==> src/rtl/dbk_pkg.sv <==
package dbk_pkg;
  localparam int DW     = 32;
  localparam int LD_POS = 30;
  localparam int ST_POS = 31;

  typedef enum logic {REG_ADDR = 1'b0, REG_CTRL = 1'b1} reg_kind_e;

  // Ones above the field, field bits as written below it.
  function automatic logic [DW-1:0] raw_mask(input logic [DW-1:0] ctrl, input int fw);
    logic [DW-1:0] r;
    for (int i = 0; i < DW; i++) r[i] = (i < fw) ? ctrl[i] : 1'b1;
    return r;
  endfunction

  // Keep only the run of ones starting at the top bit.
  function automatic logic [DW-1:0] trim_mask(input logic [DW-1:0] m);
    logic [DW-1:0] r;
    logic brk;
    r = '1;
    brk = 1'b0;
    for (int i = DW - 1; i >= 0; i--) begin
      if (!m[i]) brk = 1'b1;
      if (brk) r[i] = 1'b0;
    end
    return r;
  endfunction
endpackage

==> src/rtl/dbk_slot.sv <==
module dbk_slot
  import dbk_pkg::*;
#(
  parameter int FIELD_W = 6
) (
  input  logic          clk,
  input  logic          rst_n,
  input  logic          wr_addr,
  input  logic          wr_ctrl,
  input  logic [DW-1:0] wdata,
  input  logic          acc_valid,
  input  logic          acc_write,
  input  logic [DW-1:0] acc_addr,
  output logic          slot_hit,
  output logic          rearm,
  output logic [DW-1:0] arm_mask
);
  localparam int SENSE_W = FIELD_W + 2;

  logic [DW-1:0]      addr_q, ctrl_q, arm_base;
  logic               arm_ld, arm_st;
  logic [SENSE_W-1:0] sense_new, sense_old;
  logic               ctrl_chg, addr_chg;
  logic [DW-1:0]      new_mask;

  assign sense_new = {wdata[ST_POS], wdata[LD_POS], wdata[FIELD_W-1:0]};
  assign sense_old = {ctrl_q[ST_POS], ctrl_q[LD_POS], ctrl_q[FIELD_W-1:0]};
  assign ctrl_chg  = wr_ctrl && (sense_new != sense_old);
  assign addr_chg  = wr_addr && (wdata != addr_q) && (ctrl_q[ST_POS] || ctrl_q[LD_POS]);
  assign rearm     = ctrl_chg || addr_chg;
  assign new_mask  = trim_mask(raw_mask(wdata, FIELD_W));

  always_ff @(posedge clk) begin
    if (!rst_n) begin
      addr_q   <= '0;
      ctrl_q   <= '0;
      arm_base <= '0;
      arm_mask <= '1;
      arm_ld   <= 1'b0;
      arm_st   <= 1'b0;
    end else begin
      if (wr_addr) addr_q <= wdata;
      if (wr_ctrl) ctrl_q <= wdata;
      if (ctrl_chg) begin
        arm_mask <= new_mask;
        arm_base <= addr_q & new_mask;
        arm_ld   <= wdata[LD_POS];
        arm_st   <= wdata[ST_POS];
      end else if (addr_chg) begin
        arm_base <= wdata & arm_mask;
      end
    end
  end

  assign slot_hit = acc_valid && (acc_write ? arm_st : arm_ld) &&
                    ((acc_addr & arm_mask) == arm_base);
endmodule

==> src/rtl/dbk_pick.sv <==
module dbk_pick #(
  parameter int N  = 2,
  parameter int IW = 1
) (
  input  logic [N-1:0]  vec,
  output logic          any,
  output logic [IW-1:0] idx
);
  always_comb begin
    idx = '0;
    for (int i = N - 1; i >= 0; i--) begin
      if (vec[i]) idx = IW'(i);
    end
  end
  assign any = |vec;
endmodule

==> src/rtl/dbk_matcher.sv <==
module dbk_matcher
  import dbk_pkg::*;
#(
  parameter int N_BP    = 2,
  parameter int FIELD_W = 6,
  parameter int IW      = (N_BP > 1) ? $clog2(N_BP) : 1
) (
  input  logic          clk,
  input  logic          rst_n,
  input  logic          cfg_we,
  input  logic [IW-1:0] cfg_sel,
  input  logic          cfg_kind,
  input  logic [31:0]   cfg_wdata,
  input  logic          acc_valid,
  input  logic          acc_write,
  input  logic [31:0]   acc_addr,
  output logic          hit,
  output logic [IW-1:0] hit_idx
);
  logic [N_BP-1:0]    slot_hits;
  logic [N_BP-1:0]    rearm_vec;
  logic [N_BP*DW-1:0] arm_flat;

  for (genvar g = 0; g < N_BP; g++) begin : g_slot
    logic sel_me;
    assign sel_me = cfg_we && (cfg_sel == IW'(g));
    dbk_slot #(.FIELD_W(FIELD_W)) slot_i (
      .clk       (clk),
      .rst_n     (rst_n),
      .wr_addr   (sel_me && (cfg_kind == REG_ADDR)),
      .wr_ctrl   (sel_me && (cfg_kind == REG_CTRL)),
      .wdata     (cfg_wdata),
      .acc_valid (acc_valid),
      .acc_write (acc_write),
      .acc_addr  (acc_addr),
      .slot_hit  (slot_hits[g]),
      .rearm     (rearm_vec[g]),
      .arm_mask  (arm_flat[g*DW +: DW])
    );
  end

  dbk_pick #(.N(N_BP), .IW(IW)) pick_i (
    .vec (slot_hits),
    .any (hit),
    .idx (hit_idx)
  );
endmodule

==> config.mk <==
export PLATFORM = sky130hd
export DESIGN_NAME = dbk_matcher
export DESIGN_NICKNAME = d
export VERILOG_FILES = /design/src/rtl/dbk_pkg.sv /design/src/rtl/dbk_slot.sv /design/src/rtl/dbk_pick.sv /design/src/rtl/dbk_matcher.sv
export SDC_FILE = /design/constraint.sdc
export NUM_CORES = 1
export LEC_CHECK = 0
export BUFFER_PORTS_ARGS = -buffer_cell sky130_fd_sc_hd__buf_2
export CAP_MARGIN = 25
export CORE_MARGIN = 4
export CORE_UTILIZATION = 59
export CTS_CLUSTER_DIAMETER = 120
export DETAILED_ROUTE_END_ITERATION = 6
export GPL_TIMING_DRIVEN = 0
export PLACE_DENSITY = 0.79
export REMOVE_ABC_BUFFERS = 1
export SYNTH_ARGS = -nofsm -noshare
export SYNTH_HDL_FRONTEND = slang
export SYNTH_SLANG_ARGS = --single-unit
export TNS_END_PERCENT = 1
==> constraint.sdc <==
create_clock -name clk -period 5.5 [get_ports clk]
set_input_delay 0.825 -clock clk [delete_from_list [all_inputs] [get_ports clk]]
set_output_delay 0.825 -clock clk [all_outputs]
set_load 0.01 [all_outputs]
==> qor.txt <==
Worst Tran Pin Value - 1.02 ns
Die height - 124 um
Drt drc - 0
Vias in the first global route - 6,527
Mean Syn Cell Area - 8.32 um^2
CTS tree - done
Fin crit period - 3.44 ns
Worst Path Required - 5.82 ns
Tcrit/Tclk final - 0.625
Number of flops mapped to enable cells by yosys - 0
Die area - 0.0154 mm^2
CP bufs+invs - 1
Synth area leader - dfxtp_1
Final setup margin - 2.06 ns
Crit path kind - input port to flip-flop
Post-CTS Hold Fix Bufs - 0
Max-cap violations - 0
Non-filler instance count after layout - 1,167
Crit. path cell count - 6
Post-synthesis sequential area ratio - 0.402
Crit-path cells - buf_2, xor2_1, nor4_1, a41o_1, nand2_1, o21ai_0
Clk Latency, worst-skew pair - 0.42 ns
Finish-stage setup viols - 0
Detailed Route WL - 21,200 um
CP Max Fanout - 26
Post-CTS Setup Bufs - 0
CP startpoint kind - input port
TritonCTS Sinks - 160
Ys async rst share - 0
Most common cell in the netlist - nand2_1
Clk buf depth - 2
Ports - 73
Site row count - 42
Initial DRC Count - 670
#FFs+latches synth - 160
First-pass GRT wire length - 34,400 um
Via count - 6,707
Crit path capture type - flip-flop
Area Growth Syn to Fin - 12.7%
Filler cell count - 1,126
DR vias/cell - 5.75
Total CTS buffers - 17
Max rail drop VDD - 0.000338 V
Final Hold Fails - 0
Nets@finish - 1,051
Initial core utilization - 0.602
Mapped Cells - 958
Reg clk slew, reported paths - 0.06 ns
WHS Path Cells - 2
Critical path's largest stage delay - 0.87 ns
Number of diodes - 0
Hold/Removal Path Class - flip-flop to flip-flop
Port-buffer cells - 72
GRT Resource Usage Total - 0.277
RSZ-0062 raised after global routing - false
H-tree levels - 4
Status - complete, no violations
Slowest-stage cell, CP - a41o_1
Ys flop type - dfxtp_1
ANT nets after route - 0
Post-synth top cells - nand2_1, dfxtp_1, xor2_1
Cell Area, Synth - 0.00797 mm^2
Initial antenna violation count - 0
Top cells by area, synth - dfxtp_1, nand2_1, mux2i_1, xor2_1, xnor2_1
DP HPWL - 14,800 um
CP delay by family, top - compound AO/OA/AOI/OAI gates
DR WL/cell - 18.2 um
Routability Congestion - 0.823
Grt total ovfl - 0
Share of the synthesized area in the top cell type - 0.402
Fmax - 291 MHz
Die width - 124 um
PostCTS Resize Cnt - 0
Pre-CTS setup slack - 1.65 ns
Warnings from Yosys - 0
R2R setup slack - 2.31 ns
Number of max-slew violations in the final report - 0
Clk_skew - 0.00800 ns
Pin count of the biggest net entering global routing - 57
Core area - 0.0132 mm^2
Placed insts - 1,135
Ratio of cells with drive above 1 in the final layout - 0.128
Root buf cell - clkbuf_16
CP arrival - 3.76 ns
Pre-Repair DR Iteration Count - 5
Cell Pwr Density - 298 mW/mm^2
Worst r2r path cells - 5
Static Leakage - 3.89 nW
Worst slew margin - 0.318
Netlist cell types - 38
-- worst min-delay path: stages, from the launching register on --
cell and delay, ns:
dfxtp_1 0.32, nand2_1 0.05, a21oi_1 0.05
-- flip-flops by register name (all words and copies together) (netlist names) --
| signal | count |
|---|---|
| g_slot.slot_i.arm_base | 64 |
| g_slot.slot_i.addr_q | 64 |
| g_slot.slot_i.arm_mask | 12 |
| g_slot.slot_i.arm_st | 2 |
| g_slot.slot_i.ctrl_q | 16 |
| g_slot.slot_i.arm_ld | 2 |
-- cells in the final DEF (no fill, tap or decap), types with 16 or more instances in the layout --
master,n
nand2_1,247
dfxtp_1,160
xor2_1,89
mux2i_1,85
a21oi_1,76
buf_2,72
xnor2_1,51
o21ai_0,38
nor4_1,25
nor2_1,19
nand4_1,17
clkbuf_16,17
o21ai_1,16
-- stage by stage --
step,cell area (um^2),total power [mW],util,TNS (ns),hold slack (ns)
floorplan,7590,1.39,-,0,0.440
global placement,8180,1.51,0.617,-91.77,0.447
detailed placement,8390,1.52,0.634,0,0.458
CTS,8980,2.68,0.678,0,0.469
global route,8980,2.77,0.678,0,0.488
finish,8980,2.68,0.678,0,0.468
-- final timing paths --
kind,from,end
max,cfg_wdata[30],g_slot[0].slot_i.arm_base[9]
min,g_slot[1].slot_i.addr_q[5],g_slot[1].slot_i.addr_q[5]
max reg2reg,g_slot[0].slot_i.ctrl_q[30],g_slot[0].slot_i.arm_base[9]
min reg2reg,g_slot[1].slot_i.addr_q[5],g_slot[1].slot_i.addr_q[5]
-- cell type report --
| type | instances | area (um^2) | share of cell area |
|---|---|---|---|
| Multi-Input combinational cell | 716 | 4420 | 0.493 |
| Sequential cell | 160 | 3200 | 0.357 |
| Timing Repair Buffer | 82 | 542 | 0.0603 |
| Clock buffer | 22 | 474 | 0.0528 |
| Tap cell | 176 | 220 | 0.0245 |
| Clock inverter | 10 | 110 | 0.0123 |
| Inverter | 1 | 5.00 | 0.000557 |
-- kinds of logic after synthesis --
logic type,synth area share
buffers and inverters,0.0473
flip-flops,0.402
AO/OA/AOI/OAI,0.102
adder cells (fa/ha/maj),0.00314
XOR/XNOR,0.154
multiplexers,0.111
AND/OR/NAND/NOR,0.181
-- layer usage --
metal / GRT usage / routed length [um]
met1: 0.359 / 8900
met2: 0.439 / 9950
met3: 0.0644 / 1420
met4: 0.126 / 925
met5: 0 / 0
-- power breakdown --
group	internal [mW]	switching, mW
clock network	0.701	0.474
registers	1.19	0.0260
logic	0.108	0.176
total	2.00	0.676
(Power assumes the default switching activity.)
